==> config.mk <==
export PLATFORM = sky130hd
export DESIGN_NAME = pollwait_unit
export DESIGN_NICKNAME = d
export VERILOG_FILES = /design/src/rtl/pollwait_pkg.sv /design/src/rtl/pw_compare.sv /design/src/rtl/pw_down_counter.sv /design/src/rtl/pollwait_unit.sv
export SDC_FILE = /design/constraint.sdc
export NUM_CORES = 1
export LEC_CHECK = 0
export BUFFER_PORTS_ARGS = -buffer_cell sky130_fd_sc_hd__buf_4
export CORE_MARGIN = 5
export CORE_UTILIZATION = 40
export DETAILED_ROUTE_END_ITERATION = 12
export PLACE_DENSITY = 0.66
export SYNTH_ARGS = -nofsm -noshare
export SYNTH_HDL_FRONTEND = slang
export SYNTH_SLANG_ARGS = --single-unit
==> constraint.sdc <==
create_clock -name clk -period 5.65 [get_ports clk]
set_clock_uncertainty 0.1 [all_clocks]
set_input_delay 0.8475 -clock clk [delete_from_list [all_inputs] [get_ports clk]]
set_output_delay 0.8475 -clock clk [all_outputs]
set_load 0.05 [all_outputs]
==> src/rtl/pollwait_pkg.sv <==
package pollwait_pkg;

    typedef enum logic [2:0] {
        PW_IDLE  = 3'd0,
        PW_WRITE = 3'd1,
        PW_READ  = 3'd2,
        PW_WAIT  = 3'd3,
        PW_GAP   = 3'd4
    } pw_state_e;

    typedef enum logic [2:0] {
        FN_ALWAYS = 3'd0,
        FN_LT     = 3'd1,
        FN_LE     = 3'd2,
        FN_EQ     = 3'd3,
        FN_NE     = 3'd4,
        FN_GE     = 3'd5,
        FN_GT     = 3'd6,
        FN_NEVER  = 3'd7
    } pw_func_e;

    localparam logic OP_PLAIN      = 1'b0;
    localparam logic OP_WRITE_WAIT = 1'b1;

endpackage

==> src/rtl/pw_compare.sv <==
module pw_compare
    import pollwait_pkg::*;
#(
    parameter int DATA_W = 32
) (
    input  logic [2:0]        func,
    input  logic [DATA_W-1:0] value,
    input  logic [DATA_W-1:0] mask,
    input  logic [DATA_W-1:0] refv,
    output logic              hit
);
    logic [DATA_W-1:0] masked;

    always_comb begin
        masked = value & mask;
        unique case (pw_func_e'(func))
            FN_ALWAYS: hit = 1'b1;
            FN_LT:     hit = (masked <  refv);
            FN_LE:     hit = (masked <= refv);
            FN_EQ:     hit = (masked == refv);
            FN_NE:     hit = (masked != refv);
            FN_GE:     hit = (masked >= refv);
            FN_GT:     hit = (masked >  refv);
            FN_NEVER:  hit = 1'b0;
        endcase
    end
endmodule

==> src/rtl/pw_down_counter.sv <==
module pw_down_counter #(
    parameter int W = 16
) (
    input  logic         clk,
    input  logic         rst_n,
    input  logic         load,
    input  logic [W-1:0] load_val,
    input  logic         dec,
    output logic [W-1:0] cnt,
    output logic         zero
);
    always_ff @(posedge clk) begin
        if (!rst_n) begin
            cnt <= '0;
        end else if (load) begin
            cnt <= load_val;
        end else if (dec && (cnt != '0)) begin
            cnt <= cnt - 1'b1;
        end
    end

    assign zero = (cnt == '0);
endmodule

==> src/rtl/pollwait_unit.sv <==
module pollwait_unit
    import pollwait_pkg::*;
#(
    parameter int ADDR_W  = 32,
    parameter int DATA_W  = 32,
    parameter int RETRY_W = 16,
    parameter int IVL_W   = 16
) (
    input  logic                     clk,
    input  logic                     rst_n,
    input  logic                     start,
    input  logic                     cmd_op,
    input  logic                     cmd_space,
    input  logic [2:0]               cmd_func,
    input  logic [ADDR_W-1:0]        cmd_poll_addr,
    input  logic [ADDR_W-1:0]        cmd_req_addr,
    input  logic [DATA_W-1:0]        cmd_ref,
    input  logic [DATA_W-1:0]        cmd_mask,
    input  logic [RETRY_W+IVL_W-1:0] cmd_ctrl,
    output logic                     req_valid,
    input  logic                     req_ready,
    output logic                     req_write,
    output logic                     req_space,
    output logic [ADDR_W-1:0]        req_addr,
    output logic [DATA_W-1:0]        req_wdata,
    input  logic                     rsp_valid,
    input  logic [DATA_W-1:0]        rsp_data,
    output logic                     busy,
    output logic                     done,
    output logic                     timeout
);
    localparam int CTRL_W = RETRY_W + IVL_W;
    localparam logic [IVL_W-1:0] IVL_ONE = IVL_W'(1);

    pw_state_e state_q, state_d;

    // captured command
    logic              op_q;
    logic              space_q;
    logic [2:0]        func_q;
    logic [ADDR_W-1:0] poll_addr_q;
    logic [ADDR_W-1:0] req_addr_q;
    logic [DATA_W-1:0] ref_q;
    logic [DATA_W-1:0] mask_q;
    logic [IVL_W-1:0]  ivl_q;

    logic accept, eval, hit, retry_zero, ivl_zero;
    logic retry_step, finish, give_up;
    logic [RETRY_W-1:0] retry_cnt;
    logic [IVL_W-1:0]   ivl_cnt;

    assign accept     = (state_q == PW_IDLE) && start;
    assign eval       = (state_q == PW_WAIT) && rsp_valid;
    assign finish     = eval && (hit || retry_zero);
    assign give_up    = eval && !hit && retry_zero;
    assign retry_step = eval && !hit && !retry_zero;

    pw_compare #(.DATA_W(DATA_W)) u_cmp (
        .func  (func_q),
        .value (rsp_data),
        .mask  (mask_q),
        .refv  (ref_q),
        .hit   (hit)
    );

    pw_down_counter #(.W(RETRY_W)) u_retry (
        .clk      (clk),
        .rst_n    (rst_n),
        .load     (accept),
        .load_val (cmd_ctrl[CTRL_W-1:IVL_W]),
        .dec      (retry_step),
        .cnt      (retry_cnt),
        .zero     (retry_zero)
    );

    pw_down_counter #(.W(IVL_W)) u_gap (
        .clk      (clk),
        .rst_n    (rst_n),
        .load     (retry_step),
        .load_val (ivl_q - IVL_ONE),
        .dec      (state_q == PW_GAP),
        .cnt      (ivl_cnt),
        .zero     (ivl_zero)
    );

    // command capture
    always_ff @(posedge clk) begin
        if (!rst_n) begin
            op_q        <= OP_PLAIN;
            space_q     <= 1'b0;
            func_q      <= '0;
            poll_addr_q <= '0;
            req_addr_q  <= '0;
            ref_q       <= '0;
            mask_q      <= '0;
            ivl_q       <= '0;
        end else if (accept) begin
            op_q        <= cmd_op;
            space_q     <= cmd_space;
            func_q      <= cmd_func;
            poll_addr_q <= cmd_poll_addr;
            req_addr_q  <= cmd_req_addr;
            ref_q       <= cmd_ref;
            mask_q      <= cmd_mask;
            ivl_q       <= cmd_ctrl[IVL_W-1:0];
        end
    end

    // state register
    always_ff @(posedge clk) begin
        if (!rst_n) state_q <= PW_IDLE;
        else        state_q <= state_d;
    end

    // next state
    always_comb begin
        state_d = state_q;
        unique case (state_q)
            PW_IDLE: begin
                if (start) state_d = (cmd_op == OP_WRITE_WAIT) ? PW_WRITE : PW_READ;
            end
            PW_WRITE: begin
                if (req_ready) state_d = PW_READ;
            end
            PW_READ: begin
                if (req_ready) state_d = PW_WAIT;
            end
            PW_WAIT: begin
                if (rsp_valid) begin
                    if (hit || retry_zero)  state_d = PW_IDLE;
                    else if (ivl_q == '0)   state_d = PW_READ;
                    else                    state_d = PW_GAP;
                end
            end
            PW_GAP: begin
                if (ivl_zero) state_d = PW_READ;
            end
            default: state_d = PW_IDLE;
        endcase
    end

    // registered completion outputs
    always_ff @(posedge clk) begin
        if (!rst_n) begin
            done    <= 1'b0;
            timeout <= 1'b0;
        end else begin
            done    <= finish;
            timeout <= give_up;
        end
    end

    // request port
    assign req_valid = (state_q == PW_WRITE) || (state_q == PW_READ);
    assign req_write = (state_q == PW_WRITE);
    assign req_space = space_q;
    assign req_addr  = (state_q == PW_WRITE) ? req_addr_q : poll_addr_q;
    assign req_wdata = ref_q;
    assign busy      = (state_q != PW_IDLE);

endmodule

==> metrics.csv <==
stage,metric,value,unit
clock_network,postCtsSetupBuffers,0,
critical_path,r2r_slack,1160,ps
yosys,syn_area,0.00923,mm^2
yosys,synthesis.nets,1374,
critical_path,rr_worst_depth,17,
placement,pre_cts_ws,470,ps
sta,setup_violations,0,
yosys,ys_async_sr_fraction,0,%
clock_network,cts_buffers,17,
route,drt_first_pass_iters,5,
clock_network,h-tree-depth,4,
placement,dpl-instance-area,0.0114,mm^2
route,ant_nets,0,
yosys,synth-seq-area-share,40.1,%
clock_network,clk_latency,440,ps
placement,numPortBuffers,271,
sta,finalCritPeriodShare,83.4,%
sta,finalHoldViolations,0,
placement,dp_cells,1631,
critical_path,crit_end,u_gap.cnt[12]$_SDFFE_PN0P_,
finish,drive_gt1_share,26.3,%
floorplanning,die_h,162,um
sta,max_freq,0.212,GHz
critical_path,slowest_delay,420,ps
clock_network,clkSinkCount,185,
sta,period_needed,4710,ps
yosys,syn_inst,1138,
clock_network,clk_pin_slew_worst_paths,70,ps
critical_path,worstPathMaxFanout,11,
grt,grt_max_degree,118,
route,num_vias,8321,
floorplanning,start_util,40.7,%
clock_network,cts_hold_buffers,0,
pwr,ir_worst_vdd,177,uV
route,drt-wirelength-per-cell,15.4,um
route,drt-vias-per-instance,5.00,
yosys,synth_edf_count,0,
route,drcViolationCount,0,
critical_path,crit_arrival,4930,ps
grt,grt_usage,19.0,%
floorplanning,core,0.0227,mm^2
finish,fin_nets,1601,
yosys,ys_warn_count,0,
pwr,p_leak,0.00512,uW
placement,hpwl,18.5,mm
sta,rsz0062_at_grt,false,
finish,syn2layout_area_growth,29.6,%
finish,stdcell_area,0.0120,mm^2
pwr,powerDensity,373,mW/mm^2
critical_path,path_class,primary input to flip-flop,
grt,antenna_found_initial,2,
finish,fin_cells,1663,
yosys,synth_seq_cells,185,
sta,drv_slew,0,
critical_path,start_kind,primary input,
route,routed_wl,25.6,mm
run,maxCapViolCount,0,
route,drt_iter0_drc,361,
critical_path,r2r-start,mask_q[29]$_SDFFE_PN0P_,
grt,grt_pass1_vias,8207,
yosys,synth_cell_types,61,
yosys,synth_area_per_cell,8.11,um^2
min_path,hold_path_class,flip-flop to flip-flop,
critical_path,crit_path_start,rsp_data[30],
yosys,ys.flop_type,dfxtp_1,
outcome,status,finished clean,
floorplanning,die_width,162,um
sta,layout_setup_ws,936,ps
critical_path,reg2reg_to,u_gap.cnt[12]$_SDFFE_PN0P_,
grt,overflow,0,
critical_path,critPathCaptureType,flip-flop,
clock_network,cts-root-buf,clkbuf_16,
placement,gp_congestion,0.844,
clock_network,ctsResizeCount,0,
finish,insertedDiodeCount,0,
clock_network,cts_buffer_depth,2,
critical_path,path_cells,buf_4 > and2_1 > ha_1 > nand4_1 > nor4_4 > nand3_2 > o21ai_0 > mux2i_1 > mux2_2 > nor2_2 > mux2i_1 > ha_1 > nand2_1 > nor4_1 > nor2b_1 > xnor2_1 > nand2_1 > and3_1,
floorplanning,io_pins,272,
floorplanning,die_area,0.0262,mm^2
clock_network,cts_tree,built,
sta,tightest_slew,1030,ps
critical_path,required,5870,ps
critical_path,slowest_stage,nor4_4,
floorplanning,rows,55,
sta,relSlewSlack,31.3,%
grt,grt_pass1_wl,40.9,mm
sta,final.setup.tns,0,ps
## worst min path at each step
stage,from,endpoint,slack (ps),depth (start not counted)
finish,mask_q[28]$_SDFFE_PN0P_,mask_q[28]$_SDFFE_PN0P_,360,2
floorplan,mask_q[15]$_SDFFE_PN0P_,mask_q[15]$_SDFFE_PN0P_,340,2
global placement,mask_q[5]$_SDFFE_PN0P_,mask_q[5]$_SDFFE_PN0P_,350,2
global route,req_addr_q[18]$_SDFFE_PN0P_,req_addr_q[18]$_SDFFE_PN0P_,390,2
CTS,mask_q[28]$_SDFFE_PN0P_,mask_q[28]$_SDFFE_PN0P_,360,2
detailed placement,mask_q[28]$_SDFFE_PN0P_,mask_q[28]$_SDFFE_PN0P_,350,2
## layout by cell type, fill, tap and decap left out, types with 6 or more instances in the layout
cell type	n
a21oi_1	28
nor4_1	7
and3_1	6
nand3_1	15
mux2i_1	6
buf_4	278
xor2_1	11
o21ai_0	29
ha_1	34
clkbuf_16	17
a21boi_0	150
dfxtp_1	185
and2_1	32
nand2_1	338
xnor2_1	20
nor3_1	26
nor2_1	27
inv_1	38
a31oi_1	7
mux2_2	34
nand4_1	8
## sequential cells by signal (all words and copies together), names as in the netlist
| signal | count |
|---|---|
| mask_q | 32 |
| u_retry.cnt | 16 |
| req_space | 1 |
| timeout | 1 |
| state_q | 3 |
| req_wdata | 32 |
| func_q | 3 |
| poll_addr_q | 32 |
| ivl_q | 16 |
| u_gap.cnt | 16 |
| req_addr_q | 32 |
| done | 1 |
## cells by family after synthesis
kind of cell | after synthesis | share of synthesized area (%)
compound gates | 244 | 18.6
xor+xnor | 31 | 2.94
fa+ha+maj | 34 | 4.61
buf+inv | 109 | 4.80
flops | 185 | 40.1
mux | 40 | 4.80
simple gates | 495 | 24.1
## cell type report
cell class                 instances  area [um^2]
clock buffer                      19          453
sequential                       185         3700
fill                            2242        10700
inverter                          39          146
clock inverter                    13          121
tap                              285          357
multi-input combinational        844         5100
timing repair buffer             278         2090
## synth_stat cells, types with 6 or more instances
master / instances / share of area (%)
nand2_1: 339 / 14
dfxtp_1: 185 / 40
a21boi_0: 150 / 12
clkbuf_1: 61 / 2.5
inv_1: 38 / 1.5
ha_1: 34 / 4.6
mux2_2: 34 / 4.1
and2_1: 33 / 2.2
o21ai_0: 29 / 1.6
a21oi_1: 28 / 1.5
nor2_1: 27 / 1.1
nor3_1: 26 / 1.4
xnor2_1: 20 / 1.9
nand3_1: 15 / 0.81
xor2_1: 11 / 1.0
nand4_1: 8 / 0.54
a31oi_1: 7 / 0.47
nor4_1: 7 / 0.47
and3_1: 6 / 0.41
mux2i_1: 6 / 0.65
## per-layer routing
| layer | track usage [%] | vias to the layer above | wire, um |
|---|---|---|---|
| met5 | 0 | - | 31 |
| met1 | 23.6 | 3787 | 11400 |
| met2 | 31.7 | 225 | 11900 |
| met4 | 4.11 | 4 | 249 |
| li1 | - | 4284 | - |
| met3 | 6.77 | 21 | 2030 |
## report_power, final
| group | switching [uW] | total (uW) | internal, uW |
|---|---|---|---|
| sequential | 143 | 1640 | 1500 |
| clock | 574 | 1180 | 610 |
| combinational | 1050 | 1640 | 593 |
## stage by stage
| stage | power, uW | hold WS, ps | util (%) |
|---|---|---|---|
| after floorplan | 2830 | 339 | - |
| after global placement | 3310 | 348 | 50.2 |
| after detailed placement | 3330 | 353 | 50.2 |
| after CTS | 4520 | 363 | 52.7 |
| after global routing | 4740 | 388 | 52.7 |
| final | 4470 | 359 | 52.7 |
## worst max-delay path: cells and delay by family
kind / cells / cell delay [ps]
fa+ha+maj: 2 / 570
xor+xnor: 1 / 130
simple gates: 10 / 2310
mux: 3 / 770
compound gates: 1 / 210
buf+inv: 1 / 110
No activity file was read; power rests on OpenSTA's default activity.
